File: src/rtl/warp_coalescer_pkg.sv
package warp_coalescer_pkg;
  typedef struct packed {
    logic load;
    logic retire;
  } ctrlStrobe_t;

  typedef enum logic [1:0] {
    SZ_32  = 2'd0,
    SZ_64  = 2'd1,
    SZ_128 = 2'd2
  } txnSize_e;
endpackage

File: src/rtl/warp_coalescer_ctrl.sv
module warp_coalescer_ctrl
  import warp_coalescer_pkg::*;
(
  input  logic        clk,
  input  logic        rstN,
  input  logic        reqValid,
  input  logic        txnReady,
  input  logic        pendingEmpty,
  input  logic        lastTxn,
  output logic        reqReady,
  output logic        txnValid,
  output logic        doneValid,
  output ctrlStrobe_t strobe
);
  typedef enum logic {ST_IDLE, ST_BUSY} ctrlState_e;

  ctrlState_e stateQ;
  logic       doneQ;

  always_comb begin
    reqReady      = (stateQ == ST_IDLE);
    txnValid      = (stateQ == ST_BUSY) && !pendingEmpty;
    strobe.load   = reqReady && reqValid;
    strobe.retire = txnValid && txnReady;
  end

  always_ff @(posedge clk) begin
    if (!rstN) begin
      stateQ <= ST_IDLE;
      doneQ  <= 1'b0;
    end else begin
      doneQ <= 1'b0;
      case (stateQ)
        ST_IDLE: if (strobe.load) stateQ <= ST_BUSY;
        ST_BUSY: begin
          if (pendingEmpty || (strobe.retire && lastTxn)) begin
            doneQ  <= 1'b1;
            stateQ <= ST_IDLE;
          end
        end
        default: stateQ <= ST_IDLE;
      endcase
    end
  end

  assign doneValid = doneQ;
endmodule

File: src/rtl/warp_coalescer_dp.sv
module warp_coalescer_dp
  import warp_coalescer_pkg::*;
#(
  parameter int LANES        = 32,
  parameter int ADDR_W       = 32,
  parameter int LINE_BYTES   = 128,
  parameter int SECTOR_BYTES = 32,
  localparam int LINE_LSB    = $clog2(LINE_BYTES),
  localparam int SECT_LSB    = $clog2(SECTOR_BYTES),
  localparam int SECT_NUM    = LINE_BYTES / SECTOR_BYTES,
  localparam int LANE_W      = $clog2(LANES),
  localparam int TXN_CNT_W   = LANE_W + 1,
  localparam int SEC_CNT_W   = LANE_W + 2
) (
  input  logic                    clk,
  input  logic                    rstN,
  input  ctrlStrobe_t             strobe,
  input  logic [LANES-1:0]        reqActive,
  input  logic [LANES*ADDR_W-1:0] reqAddr,
  output logic                    pendingEmpty,
  output logic                    lastTxn,
  output logic [ADDR_W-1:0]       txnLineAddr,
  output logic [SECT_NUM-1:0]     txnSectors,
  output logic [1:0]              txnSize,
  output logic [LANES-1:0]        txnLanes,
  output logic [TXN_CNT_W-1:0]    txnCount,
  output logic [SEC_CNT_W-1:0]    sectorCount
);
  localparam int KEEP_W = ADDR_W - SECT_LSB;
  localparam int LINE_W = ADDR_W - LINE_LSB;
  localparam int SECT_W = LINE_LSB - SECT_LSB;

  logic [KEEP_W-1:0]    addrQ [LANES];
  logic [LANES-1:0]     pendingQ;
  logic [TXN_CNT_W-1:0] txnCntQ;
  logic [SEC_CNT_W-1:0] secCntQ;

  logic [LANE_W-1:0]    leaderIdx;
  logic [LINE_W-1:0]    leaderLine;
  logic [LANES-1:0]     matchVec;
  logic [SECT_NUM-1:0]  sectHot [LANES];
  logic [SECT_NUM-1:0]  sectMask;
  logic [LANES*SECT_LSB-1:0] lowBits;
  logic                 unusedLowBits;

  // Lowest pending lane leads the next transaction
  always_comb begin
    leaderIdx = '0;
    for (int i = LANES - 1; i >= 0; i--) begin
      if (pendingQ[i]) leaderIdx = LANE_W'(i);
    end
  end

  assign leaderLine = addrQ[leaderIdx][KEEP_W-1:SECT_W];

  for (genvar g = 0; g < LANES; g++) begin : gLane
    assign matchVec[g] = pendingQ[g] && (addrQ[g][KEEP_W-1:SECT_W] == leaderLine);
    assign sectHot[g]  = matchVec[g] ? (SECT_NUM'(1) << addrQ[g][SECT_W-1:0]) : '0;
    assign lowBits[g*SECT_LSB +: SECT_LSB] = reqAddr[g*ADDR_W +: SECT_LSB];
  end
  assign unusedLowBits = ^lowBits;

  always_comb begin
    sectMask = '0;
    for (int i = 0; i < LANES; i++) sectMask = sectMask | sectHot[i];
  end

  function automatic logic [1:0] pickSize(input logic [SECT_NUM-1:0] m);
    if ($countones(m) <= 1)
      return SZ_32;
    else if (m[SECT_NUM-1:SECT_NUM/2] == '0 || m[SECT_NUM/2-1:0] == '0)
      return SZ_64;
    else
      return SZ_128;
  endfunction

  assign txnLineAddr  = {leaderLine, {LINE_LSB{1'b0}}};
  assign txnSectors   = sectMask;
  assign txnSize      = pickSize(sectMask);
  assign txnLanes     = matchVec;
  assign pendingEmpty = (pendingQ == '0);
  assign lastTxn      = ((pendingQ & ~matchVec) == '0);
  assign txnCount     = txnCntQ;
  assign sectorCount  = secCntQ;

  always_ff @(posedge clk) begin
    if (!rstN) begin
      pendingQ <= '0;
      txnCntQ  <= '0;
      secCntQ  <= '0;
    end else if (strobe.load) begin
      pendingQ <= reqActive;
      txnCntQ  <= '0;
      secCntQ  <= '0;
    end else if (strobe.retire) begin
      pendingQ <= pendingQ & ~matchVec;
      txnCntQ  <= txnCntQ + 1'b1;
      secCntQ  <= secCntQ + SEC_CNT_W'($countones(sectMask));
    end
  end

  always_ff @(posedge clk) begin
    if (strobe.load) begin
      for (int i = 0; i < LANES; i++)
        addrQ[i] <= reqAddr[i*ADDR_W + SECT_LSB +: KEEP_W];
    end
  end
endmodule

File: src/rtl/warp_coalescer.sv
module warp_coalescer
  import warp_coalescer_pkg::*;
#(
  parameter int LANES        = 32,
  parameter int ADDR_W       = 32,
  parameter int LINE_BYTES   = 128,
  parameter int SECTOR_BYTES = 32,
  localparam int SECT_NUM    = LINE_BYTES / SECTOR_BYTES,
  localparam int TXN_CNT_W   = $clog2(LANES) + 1,
  localparam int SEC_CNT_W   = $clog2(LANES) + 2
) (
  input  logic                    clk,
  input  logic                    rstN,
  input  logic                    reqValid,
  output logic                    reqReady,
  input  logic [LANES-1:0]        reqActive,
  input  logic [LANES*ADDR_W-1:0] reqAddr,
  output logic                    txnValid,
  input  logic                    txnReady,
  output logic [ADDR_W-1:0]       txnLineAddr,
  output logic [SECT_NUM-1:0]     txnSectors,
  output logic [1:0]              txnSize,
  output logic [LANES-1:0]        txnLanes,
  output logic                    doneValid,
  output logic [TXN_CNT_W-1:0]    doneTxnCount,
  output logic [SEC_CNT_W-1:0]    doneSectorCount
);
  ctrlStrobe_t strobe;
  logic        pendingEmpty;
  logic        lastTxn;

  warp_coalescer_ctrl u_ctrl (
    .clk(clk), .rstN(rstN), .reqValid(reqValid), .txnReady(txnReady),
    .pendingEmpty(pendingEmpty), .lastTxn(lastTxn), .reqReady(reqReady),
    .txnValid(txnValid), .doneValid(doneValid), .strobe(strobe)
  );

  warp_coalescer_dp #(
    .LANES(LANES), .ADDR_W(ADDR_W), .LINE_BYTES(LINE_BYTES), .SECTOR_BYTES(SECTOR_BYTES)
  ) u_dp (
    .clk(clk), .rstN(rstN), .strobe(strobe), .reqActive(reqActive), .reqAddr(reqAddr),
    .pendingEmpty(pendingEmpty), .lastTxn(lastTxn), .txnLineAddr(txnLineAddr),
    .txnSectors(txnSectors), .txnSize(txnSize), .txnLanes(txnLanes),
    .txnCount(doneTxnCount), .sectorCount(doneSectorCount)
  );
endmodule

File: config.mk
export PLATFORM = sky130hd
export DESIGN_NAME = warp_coalescer
export DESIGN_NICKNAME = d
export VERILOG_FILES = /design/src/rtl/warp_coalescer_pkg.sv /design/src/rtl/warp_coalescer_ctrl.sv /design/src/rtl/warp_coalescer_dp.sv /design/src/rtl/warp_coalescer.sv
export SDC_FILE = /design/constraint.sdc
export NUM_CORES = 2
export LEC_CHECK = 0
export BUFFER_PORTS_ARGS = -buffer_cell sky130_fd_sc_hd__buf_2
export CORE_AREA = 8 8 444 446
export CTS_CLUSTER_DIAMETER = 120
export DETAILED_ROUTE_END_ITERATION = 12
export DIE_AREA = 0 0 452 454
export PLACE_DENSITY = 0.5
export SYNTH_ARGS = -nofsm -noshare
export SYNTH_HDL_FRONTEND = slang
export SYNTH_HIERARCHICAL = 1
export SYNTH_SLANG_ARGS = --single-unit
File: constraint.sdc
create_clock -name clk -period 59.1 [get_ports clk]
set_input_delay 8.865 -clock clk [delete_from_list [all_inputs] [get_ports clk]]
set_output_delay 8.865 -clock clk [all_outputs]
set_load 0.05 [all_outputs]
==> impl_results.md <==
- Count of buffer and inverter cells on the critical path: 8
- Final hold violation count: 0
- Max transition margin: -0.2845%
- Max Fclk: 47.37 MHz
- Drt via density: about 5.9
- Tcrit/Tclk final: approximately 36%
- Core region area: between 150000 and 200000 um2
- Initial Utilization: 27.58%
- Site row count: between 150 and 200
- H-tree levels: 3
- Total congestion overflow after global routing: 0
- Weighted congestion at the end of routability-driven global placement: 1.062
- Most frequent cells after synthesis: sky130_fd_sc_hd__edfxtp_1 (864), sky130_fd_sc_hd__xnor2_1 (440), sky130_fd_sc_hd__nand2_1 (249), sky130_fd_sc_hd__xor2_1 (194), sky130_fd_sc_hd__nand3_1 (172)
- Later-pin clock latency in the skew report: ~840 ps
- Buffers on Ports: 978
- Synthesized netlist cell count: ~4400
- Average cell area after synthesis: ~12 um2
- Power per unit of standard cell area: around 50 nW/um2
- Sequential fraction of the synthesis area: approximately half
- Post-detailed-placement cell area: about 60000 um2
- Global-route wire length before repair: approximately 440 mm
- Post-DP HPWL: approximately 290 mm
- # Max-Cap Violations: 1
- Area leader, netlist: sky130_fd_sc_hd__edfxtp_1
- Routed wire length: 346.7 mm
- Via count of the first global-routing pass: between 40000 and 50000
- Critical Path Slowest Stage Cell: sky130_fd_sc_hd__nor4_2
- Setup TNS: 0 ps
- Slew at the pin closest to its max-slew limit: about 1500 ps
- Pins Over Slew Limit: 2
- Worst setup EP type: output port
- Worst clock skew: 81.74 ps
- Most common cell in the netlist: sky130_fd_sc_hd__edfxtp_1
- Total number of clock tree sinks: 911
- First-pass DRT Iterations: 8
- Async SR Flop Fraction: 0%
- Ys Warns: 6
- Hold buffers post-CTS: 0
- Sequential fraction of design power: 26.4%
- Initial DRC Count: around 7300
- Drt wl/cell: 43.11 um
- Clock buffer count from CTS: 110
- Fraction of layout cells with a size suffix above 1: around 28%
- Total of endpoints with negative setup slack in the final report: 0
- Maximum buffer depth of the clock tree: 3
- Die height: about 450 um
- Worst vdd rail ir drop: 0.02318 mV
- Total Routing Usage GR: approximately a third
- Non-Filler Cell Area, Final: roughly 64000 um2
- Part of the power in combinational logic: 51.4%
- Leakage: between 0.02 and 0.025 uW
- Data required, critical path: approximately 50000 ps
- Maximum number of pins on one net before global-route repair: 103
- Net switching power: roughly 1500 uW
- Stage delay of the slowest cell on the critical path: roughly 1100 ps
- Number of antenna violations at the first check in global routing: 59
- Count of nets after finishing: roughly 6500
- Data arrival at the endpoint of the critical path: 12250 ps
- Clock root buffer: sky130_fd_sc_hd__clkbuf_16
- Number of nets still failing antenna checks after routing: 0
- Number of post-CTS setup repair buffers: 0
- Die Width: roughly 450 um
- Synth cell types: 129
- Number of DRC violations after detailed routing: 0
- Clock edge transition at the registers on the reported setup and hold paths: 60 ps
- Cts repair resizes: 0
- Sort of element at the start of the critical path: flip-flop
- CTS tree: done
- Area enclosed by the die boundary: 205200 um2
- Primary FF master, synth: sky130_fd_sc_hd__edfxtp_1
- Number of flip-flops and latches in the synthesized netlist: 911
- Vias: about 47000
- Worst hold path type: flip-flop to flip-flop
- Net switching share of the total power: between 40% and 50%
- Signed area change from the synthesized netlist to the final layout: 22.02%
- Post-Syn Area: 52280 um2
- Maximum net fanout on the critical path: 43
- Kind of critical path: flip-flop to output port
- Internal Pwr Total: 1640 uW
- Post-synth EDFFs: approximately 860
- Final critical delay including setup and external delays: 21110 ps
- Count of boundary I/O pins: 1146
- RSZ-0062 raised after global routing: no
- Clock network power share: around 22%
- Violations in the final reports: max-capacitance violations, max-slew violations
- Area share of the largest cell type after synthesis: about half
- Run status: finished, violations left
- Most numerous cell on the critical path: sky130_fd_sc_hd__buf_4
- Leading post-synthesis cells by cell area: sky130_fd_sc_hd__edfxtp_1 (50%), sky130_fd_sc_hd__xnor2_1 (7.4%), sky130_fd_sc_hd__xor2_1 (3.2%)
- Critical path's top delay family: simple AND/OR/NAND/NOR gates
path summary, 6_finish.rpt:
path                            startpoint                               end  slack, ps  cells past startpoint
max          u_dp/pendingQ[4]$_SDFFE_PN0P_                        txnSize[1]      37990                     28
min          u_dp/txnCount[5]$_SDFFE_PP0P_     u_dp/txnCount[5]$_SDFFE_PP0P_        480                      2
max reg2reg  u_dp/pendingQ[4]$_SDFFE_PN0P_  u_dp/sectorCount[5]$_SDFFE_PP0P_      46830                     33
min reg2reg  u_dp/txnCount[5]$_SDFFE_PP0P_     u_dp/txnCount[5]$_SDFFE_PP0P_        480                      2
placed cells by master, fill, tap and decap left out, types with 26 or more instances in the layout:
cell                        count
sky130_fd_sc_hd__or4_1         40
sky130_fd_sc_hd__nand2_1      247
sky130_fd_sc_hd__inv_1        104
sky130_fd_sc_hd__a211oi_1      55
sky130_fd_sc_hd__and2_1        57
sky130_fd_sc_hd__o21ai_0      149
sky130_fd_sc_hd__and3_1        75
sky130_fd_sc_hd__nor2_1       136
sky130_fd_sc_hd__buf_4        163
sky130_fd_sc_hd__nand4b_1      30
sky130_fd_sc_hd__xor2_1       194
sky130_fd_sc_hd__clkbuf_16    110
sky130_fd_sc_hd__nor4_1        97
sky130_fd_sc_hd__edfxtp_1     864
sky130_fd_sc_hd__dfxtp_1       47
sky130_fd_sc_hd__buf_2        978
sky130_fd_sc_hd__xnor2_1      440
sky130_fd_sc_hd__nor3_1       126
sky130_fd_sc_hd__nand4_1       80
sky130_fd_sc_hd__a2111oi_0     59
sky130_fd_sc_hd__a21oi_1      144
sky130_fd_sc_hd__a22oi_1       26
sky130_fd_sc_hd__mux4_2        52
sky130_fd_sc_hd__diode_2       36
sky130_fd_sc_hd__a31oi_1       29
sky130_fd_sc_hd__mux2i_1      167
sky130_fd_sc_hd__o31ai_1       30
sky130_fd_sc_hd__a21o_1        26
sky130_fd_sc_hd__o22ai_1       36
sky130_fd_sc_hd__or3_1         57
sky130_fd_sc_hd__nand3_1      172
tightest hold or removal path, stage by stage, from the launching register on:
cell                      delay (ps)
sky130_fd_sc_hd__dfxtp_1         310
sky130_fd_sc_hd__o21ai_0          70
sky130_fd_sc_hd__a21oi_1          60
routing by layer:
| metal | share of wire, % | global-route usage [%] | vias to the layer above |
|---|---|---|---|
| li1 | - | - | 19160 |
| met1 | 39 | 41.05 | 23740 |
| met2 | 43 | 47.45 | 3590 |
| met3 | 11 | 9.082 | 712 |
| met4 | 7.5 | 19.34 | 30 |
| met5 | 0.058 | 0 | - |
power groups by stage:
| stage | Sequential, uW | Clock, uW | Combinational (uW) |
|---|---|---|---|
| floorplan | 878 | 0 | 938 |
| global placement | 851 | 0 | 1570 |
| detailed placement | 850 | 0 | 1570 |
| CTS | 838 | 718 | 1580 |
| global route | 840 | 739 | 1650 |
| finish | 842 | 706 | 1640 |
final cells by class:
cell class	instances	area [um2]
clock inverters	71	800.8
well taps	2511	3142
fillers	19160	125800
flip-flops and latches	911	26890
multi-input cells	3127	23430
diodes	36	90.09
inverters	113	424.2
clock buffers	133	2889
repair buffers	1142	6138
registers in the layout, summed over array words and instances (netlist names):
register,count
u_dp/addrQ,864
u_dp/pendingQ,32
u_dp/sectorCount,7
u_dp/txnCount,6
u_ctrl/doneValid,1
u_ctrl/stateQ,1
logic make-up (layout without fill, tap and decap cells):
group | after synthesis | count (layout) | synth area share (%)
AND/OR/NAND/NOR | 1371 | 1371 | 15.32
flip-flops | 911 | 911 | 51.42
AO/OA/AOI/OAI | 867 | 867 | 12.16
XOR/XNOR | 634 | 634 | 10.62
buffers and inverters | 396 | 1459 | 4.339
multiplexers | 238 | 238 | 5.858
adder cells (fa/ha/maj) | 10 | 10 | 0.2680
other | 1 | 43 | 0.007172
per-stage QoR:
step,power [uW],setup WS [ps],std cells,hold slack (ps),utilization (%)
2_1_floorplan,1816,10930,4434,465.5,-
3_3_place_gp,2420,39360,7804,469.7,31.66
3_5_place_dp,2420,39340,7804,479.0,31.66
4_1_cts,3132,38450,8008,486.6,33.60
5_1_grt,3225,38260,8016,517.2,33.61
6_report,3186,37990,8044,484.6,33.65
(Power assumes the default switching activity.)
